==> src/rtl/vset_pkg.sv <==
package vset_pkg;

    // Protocol phases of the write-only slave
    typedef enum logic [2:0] {
        BUS_IDLE,
        BUS_ADDR,
        BUS_AACK,
        BUS_DATA,
        BUS_DACK,
        BUS_SKIP
    } bus_st_e;

endpackage

==> src/rtl/vset_sync.sv <==
module vset_sync #(
    parameter int W      = 2,
    parameter int STAGES = 2
) (
    input  logic         clk,
    input  logic         rst_n,
    input  logic [W-1:0] din,
    output logic [W-1:0] dout
);

    logic [W-1:0] pipe_d [STAGES];
    logic [W-1:0] pipe_q [STAGES];

    always_comb begin
        pipe_d[0] = din;
        for (int k = 1; k < STAGES; k++) begin
            pipe_d[k] = pipe_q[k-1];
        end
    end

    // Idle bus lines are high, so the chain resets to ones
    generate
        for (genvar g = 0; g < STAGES; g++) begin : g_stage
            always_ff @(posedge clk or negedge rst_n) begin
                if (!rst_n) pipe_q[g] <= '1;
                else        pipe_q[g] <= pipe_d[g];
            end
        end
    endgenerate

    assign dout = pipe_q[STAGES-1];

endmodule

==> src/rtl/vset_bus.sv <==
module vset_bus
    import vset_pkg::*;
#(
    parameter int          ADDR_W = 7,
    parameter logic [6:0]  ADDR   = 7'h14
) (
    input  logic       clk,
    input  logic       rst_n,
    input  logic       en_i,
    input  logic       scl_i,
    input  logic       sda_i,
    output logic       sda_oe_o,
    output logic       wr_o,
    output logic [7:0] wr_data_o
);

    localparam int BYTE_W = ADDR_W + 1;
    localparam logic [2:0] LAST_BIT = 3'(BYTE_W - 1);

    typedef struct packed {
        bus_st_e    st;
        logic [2:0] cnt;
        logic [7:0] sh;
        logic       oe;
        logic       scl_p;
        logic       sda_p;
        logic       wr;
    } bus_s;

    bus_s r_d, r_q;
    logic rise, fall, start, stop;
    logic [7:0] sh_next;

    always_comb begin
        rise    = scl_i & ~r_q.scl_p;
        fall    = ~scl_i & r_q.scl_p;
        start   = scl_i & r_q.scl_p & r_q.sda_p & ~sda_i;
        stop    = scl_i & r_q.scl_p & ~r_q.sda_p & sda_i;
        sh_next = {r_q.sh[6:0], sda_i};

        r_d       = r_q;
        r_d.wr    = 1'b0;
        r_d.scl_p = scl_i;
        r_d.sda_p = sda_i;

        if (!en_i) begin
            r_d.st  = BUS_IDLE;
            r_d.oe  = 1'b0;
            r_d.cnt = '0;
        end else if (start) begin
            r_d.st  = BUS_ADDR;
            r_d.cnt = '0;
            r_d.oe  = 1'b0;
        end else if (stop) begin
            r_d.st = BUS_IDLE;
            r_d.oe = 1'b0;
        end else begin
            case (r_q.st)
                BUS_ADDR: if (rise) begin
                    r_d.sh  = sh_next;
                    r_d.cnt = r_q.cnt + 3'd1;
                    if (r_q.cnt == LAST_BIT) begin
                        r_d.st = (sh_next == {ADDR, 1'b0}) ? BUS_AACK : BUS_SKIP;
                    end
                end
                BUS_AACK: if (fall) begin
                    if (!r_q.oe) begin
                        r_d.oe = 1'b1;
                    end else begin
                        r_d.oe  = 1'b0;
                        r_d.st  = BUS_DATA;
                        r_d.cnt = '0;
                    end
                end
                BUS_DATA: if (rise) begin
                    r_d.sh  = sh_next;
                    r_d.cnt = r_q.cnt + 3'd1;
                    if (r_q.cnt == 3'd7) r_d.st = BUS_DACK;
                end
                BUS_DACK: if (fall) begin
                    if (!r_q.oe) begin
                        r_d.oe = 1'b1;
                    end else begin
                        r_d.oe = 1'b0;
                        r_d.st = BUS_SKIP;
                        r_d.wr = 1'b1;
                    end
                end
                default: ;
            endcase
        end
    end

    always_ff @(posedge clk or negedge rst_n) begin
        if (!rst_n) begin
            r_q <= '{st: BUS_IDLE, cnt: '0, sh: '0, oe: 1'b0,
                     scl_p: 1'b1, sda_p: 1'b1, wr: 1'b0};
        end else begin
            r_q <= r_d;
        end
    end

    assign sda_oe_o  = r_q.oe;
    assign wr_o      = r_q.wr;
    assign wr_data_o = r_q.sh;

endmodule

==> src/rtl/vset_hold.sv <==
module vset_hold #(
    parameter int              CODE_W     = 6,
    parameter logic [5:0]      DEF_CODE   = 6'h18,
    parameter logic [5:0]      SAT_CODE   = 6'h1C,
    parameter int              BASE_MV    = 600,
    parameter int              STEP_MV    = 50,
    parameter int              MV_W       = 12,
    parameter int              DIS_CYCLES = 50000
) (
    input  logic              clk,
    input  logic              rst_n,
    input  logic              en_i,
    input  logic              wr_i,
    input  logic [7:0]        wr_data_i,
    output logic [CODE_W-1:0] code_o,
    output logic [MV_W-1:0]   mv_o,
    output logic              upd_o,
    output logic              on_o
);

    localparam int DW = $clog2(DIS_CYCLES + 1);
    localparam logic [DW-1:0] DCNT_LAST = DW'(DIS_CYCLES - 1);
    localparam logic [MV_W-1:0] MAX_MV = MV_W'(BASE_MV + STEP_MV * int'(SAT_CODE));

    typedef struct packed {
        logic [CODE_W-1:0] code;
        logic              upd;
        logic              on;
        logic [DW-1:0]     dcnt;
    } hold_s;

    hold_s r_d, r_q;

    always_comb begin
        r_d     = r_q;
        r_d.upd = 1'b0;
        if (en_i) begin
            r_d.dcnt = '0;
            r_d.on   = 1'b1;
            if (wr_i) begin
                r_d.code = wr_data_i[CODE_W-1:0];
                r_d.upd  = 1'b1;
            end
        end else if (r_q.dcnt == DCNT_LAST) begin
            r_d.code = CODE_W'(DEF_CODE);
            r_d.on   = 1'b0;
        end else begin
            r_d.dcnt = r_q.dcnt + 1'b1;
        end
    end

    always_ff @(posedge clk or negedge rst_n) begin
        if (!rst_n) begin
            r_q <= '{code: CODE_W'(DEF_CODE), upd: 1'b0, on: 1'b0, dcnt: '0};
        end else begin
            r_q <= r_d;
        end
    end

    always_comb begin
        if (r_q.code >= CODE_W'(SAT_CODE)) begin
            mv_o = MAX_MV;
        end else begin
            mv_o = MV_W'(BASE_MV) + MV_W'(STEP_MV) * MV_W'(r_q.code);
        end
    end

    assign code_o = r_q.code;
    assign upd_o  = r_q.upd;
    assign on_o   = r_q.on;

endmodule

==> src/rtl/vset_i2c_slave.sv <==
module vset_i2c_slave #(
    parameter logic [6:0] ADDR       = 7'h14,
    parameter int         CODE_W     = 6,
    parameter logic [5:0] DEF_CODE   = 6'h18,
    parameter logic [5:0] SAT_CODE   = 6'h1C,
    parameter int         BASE_MV    = 600,
    parameter int         STEP_MV    = 50,
    parameter int         MV_W       = 12,
    parameter int         SYNC_STG   = 2,
    parameter int         DIS_CYCLES = 50000
) (
    input  logic              clk,
    input  logic              rst_n,
    input  logic              enable,
    input  logic              scl_i,
    input  logic              sda_i,
    output logic              sda_oe_o,
    output logic [CODE_W-1:0] code_o,
    output logic [MV_W-1:0]   mv_o,
    output logic              upd_o,
    output logic              on_o
);

    logic [1:0] lines_s;
    logic       wr;
    logic [7:0] wr_data;

    vset_sync #(.W(2), .STAGES(SYNC_STG)) u_sync (
        .clk  (clk),
        .rst_n(rst_n),
        .din  ({scl_i, sda_i}),
        .dout (lines_s)
    );

    vset_bus #(.ADDR_W(7), .ADDR(ADDR)) u_bus (
        .clk      (clk),
        .rst_n    (rst_n),
        .en_i     (enable),
        .scl_i    (lines_s[1]),
        .sda_i    (lines_s[0]),
        .sda_oe_o (sda_oe_o),
        .wr_o     (wr),
        .wr_data_o(wr_data)
    );

    vset_hold #(
        .CODE_W(CODE_W), .DEF_CODE(DEF_CODE), .SAT_CODE(SAT_CODE),
        .BASE_MV(BASE_MV), .STEP_MV(STEP_MV), .MV_W(MV_W),
        .DIS_CYCLES(DIS_CYCLES)
    ) u_hold (
        .clk      (clk),
        .rst_n    (rst_n),
        .en_i     (enable),
        .wr_i     (wr),
        .wr_data_i(wr_data),
        .code_o   (code_o),
        .mv_o     (mv_o),
        .upd_o    (upd_o),
        .on_o     (on_o)
    );

endmodule

==> config.mk <==
export PLATFORM = sky130hd
export DESIGN_NAME = vset_i2c_slave
export DESIGN_NICKNAME = d
export VERILOG_FILES = /design/src/rtl/vset_pkg.sv /design/src/rtl/vset_sync.sv /design/src/rtl/vset_bus.sv /design/src/rtl/vset_hold.sv /design/src/rtl/vset_i2c_slave.sv
export SDC_FILE = /design/constraint.sdc
export NUM_CORES = 1
export LEC_CHECK = 0
export ABC_AREA = 1
export BUFFER_PORTS_ARGS = -buffer_cell sky130_fd_sc_hd__buf_2
export CELL_PAD_IN_SITES_DETAIL_PLACEMENT = 1
export CELL_PAD_IN_SITES_GLOBAL_PLACEMENT = 1
export CORE_MARGIN = 1.5
export CORE_UTILIZATION = 47
export CTS_CLUSTER_DIAMETER = 100
export CTS_CLUSTER_SIZE = 16
export DETAILED_ROUTE_END_ITERATION = 10
export HOLD_SLACK_MARGIN = 0.05
export PLACE_DENSITY_LB_ADDON = 0.1
export SYNTH_ARGS = -nofsm -noshare
export SYNTH_HDL_FRONTEND = slang
export SYNTH_SLANG_ARGS = --single-unit
==> constraint.sdc <==
create_clock -name clk -period 4.8 [get_ports clk]
set_input_delay 0.72 -clock clk [delete_from_list [all_inputs] [get_ports clk]]
set_output_delay 0.72 -clock clk [all_outputs]
set_load 0.02 [all_outputs]
==> flow_summary.ini <==
[clock_tree]
cts_max_path_buffers = 2
postCtsSetupBuffers = 0
htreeDepth = 2
ctsHoldBuffers = 0
cts-root-buf = clkbuf_8
post_cts_resized = 0
clock_sinks = 45
cts_tree = done
insertion_delay_ps = 300
clk_pin_slew_ps = 90
cts_buffers = 5

[timing]
rsz0062_at_grt = no
final-setup-viol-count = 0
fmax_ghz = 0.256
hold_viol_final = 0
drv_slew = 0
period_needed_ps = 3900
fin_skew_ps = 13.9
relSlewSlack = 0.326
setup_tns_ps = 0
timing.final.crit_share = 0.813
tightest_slew_ps = 1010

[power]
seq_power_share = 0.477
clockPowerShare = 0.270
p_sw_uw = 311
p_comb_frac = 0.253
p_int_uw = 606
ir_worst_vdd_uv = 159
p_leak_uw = 0.00165
p_sw_frac = 0.339
p_per_area_mw_per_mm2 = 293

[setup_path]
critPathLaunchType = flip-flop
cpPeakStageDelay_ps = 620
path_cells = inv_1 > ha_1 > inv_1 > ha_1 > ha_1 > ha_1 > a21oi_1 > nand2_1 > nand2_1 > nand2_1 > nand3_1 > nand2_1 > nor2_1 > buf_2
end_kind = output port
path_max_fanout = 6
cp_num_buf_inv = 3
crit_required_ps = 4080
crit_type = flip-flop to output port
cp.arrival_ps = 3180
crit_slowest_cell = dfstp_2
path_delay_family = adder cells

[global_routing]
globalRouteTotalUtil = 0.227
grt_max_degree = 46
antenna_found_initial = 0
first_global_vias = 2646
grt_pass1_wl_um = 11600
use_met1 = 0.277
grt_use_met2 = 0.409
top_usage_layer = met2
grt_util_met3 = 0.0367
overflow = 0

[synth]
synthesis.nets = 415
syn_area_mm2 = 0.00290
seq_area_frac_synth = 0.392
synthDistinctLibCells = 32
avgSynthCellArea_um2 = 7.60
ys_async_sr_fraction = 1.00
synth-edff-count = 0
syn_inst = 381
synth_flop_cell = dfrtp_1
ys_ff_latch = 45
yosysWarnings = 0

[finish]
area_growth_pct = 8.17
nets = 437
design_area_mm2 = 0.00313
drive_above_1_share = 0.126
antenna_cells = 0
fin_util = 0.529

[floorplan]
die_w_um = 81.5
start_util = 0.489
rows = 28
ios = 26
core_area_mm2 = 0.00592
die_h_um = 81.5
fp.dieArea_mm2 = 0.00664

[route]
firstDrtPassIters = 4
viasPerCell = 5.17
drcViolationCount = 0
drtAntennaViolNets = 0
vias = 2477
wirelength_um = 6700
wl_per_cell_um = 14.0
drt_iter0_markers = 57

[job]
cap_viol_max_count = 0

[placed_design]
dpl_cell_area_mm2 = 0.00304
numPortBuffers = 24
routabilityCongestion = 0.842
hpwl_um = 5200

[status]
run_status = finished, final reports clean

[worst_hold_path]
worstHoldPathType = flip-flop to flip-flop
-- synthesized netlist by cell type, types with 2 or more instances --
library cell | count | area [um^2]
nand2_2 | 2 | 12.5
inv_1 | 59 | 221
nand3b_1 | 2 | 15.0
ha_1 | 28 | 350
nand3_1 | 24 | 120
a21oi_1 | 13 | 65.1
or2_2 | 2 | 12.5
nor4_1 | 2 | 12.5
dfstp_2 | 8 | 210
dfrtp_1 | 37 | 926
o21ai_1 | 6 | 30.0
nand2_1 | 101 | 379
nor3_4 | 2 | 32.5
nand4_1 | 7 | 43.8
inv_2 | 2 | 7.51
nor2_1 | 38 | 143
nor3_1 | 9 | 45.0
o21ai_0 | 19 | 95.1
buf_4 | 7 | 52.6
-- cell type report --
class / instances / area [um^2]
Fill cell: 756 / 2790
Multi-Input combinational cell: 266 / 1460
Sequential cell: 45 / 1140
Inverter: 61 / 229
Timing Repair Buffer: 24 / 120
Tap cell: 75 / 93.8
Clock buffer: 7 / 86.3
Clock inverter: 1 / 7.51
-- path summary, 6_finish.rpt --
| kind | start | end | slack (ps) | cells after the start |
|---|---|---|---|---|
| worst max-delay path | u_hold.code_o[4]$_DFFE_PN1P_ | mv_o[11] | 900 | 14 |
| worst min-delay path | u_sync.pipe_d[1]$_DFF_PN1_ | u_sync.dout[1]$_DFF_PN1_ | 360 | 0 |
| worst max register to register | u_sync.dout[0]$_DFF_PN1_ | u_bus.wr_data_o[5]$_DFFE_PN0P_ | 2950 | 8 |
| worst min register to register | u_sync.pipe_d[1]$_DFF_PN1_ | u_sync.dout[1]$_DFF_PN1_ | 360 | 0 |
| max in group asynchronous | rst_n | u_bus.r_q[12]$_DFFE_PN0P_ | 3580 | 1 |
| min in group asynchronous | rst_n | u_hold.r_q[0]$_DFFE_PN0P_ | 580 | 1 |
-- power groups by stage --
| stage | combinational [uW] | sequential (uW) | clock [uW] |
|---|---|---|---|
| after global placement | 221 | 443 | 0 |
| after global routing | 272 | 441 | 270 |
| after CTS | 236 | 438 | 256 |
| after detailed placement | 233 | 444 | 0 |
| after floorplan | 178 | 436 | 0 |
| final | 232 | 437 | 248 |
-- registers in the layout, summed over array words and instances (netlist names) --
register,cells
u_bus.wr_data_o,7
u_hold.on_o,1
u_bus.wr_o,1
u_sync.pipe_d,2
u_sync.dout,2
u_hold.code_o,6
u_hold.upd_o,1
u_bus.sda_oe_o,1
u_bus.r_q,8
u_hold.r_q,16
-- through the flow --
step	cells	total power (uW)	setup WS [ps]	hold slack, ps
final	479	918	900	360
after global routing	479	982	687	365
after CTS	479	929	878	363
after detailed placement	471	677	1250	349
after global placement	471	664	1290	348
after floorplan	381	614	1460	345
-- cells by family after synthesis --
group / share of synthesized area
buffers and inverters: 0.104
muxes: 0.00346
adders and majority gates: 0.128
AOI/OAI and AO/OA: 0.0735
and+or+nand+nor: 0.295
DFF: 0.392
other: 0.00130
xor gates and xnor gates: 0.00303
-- cell usage in the layout, fill, tap and decap left out, drive strengths merged, types with 7 or more instances in the layout --
master    n
a21oi    13
nand3    25
o21ai    25
nor2     40
nand4     7
nor3     12
clkbuf    7
inv      61
ha       28
nand2   103
buf      24
dfrtp    37
dfstp     8
-- layer usage --
metal | routed length, um | share of wire
met5 | 0 | 0
met4 | 108 | 0.016
met3 | 113 | 0.017
met2 | 3350 | 0.50
met1 | 3130 | 0.47
(Power assumes the default switching activity.)
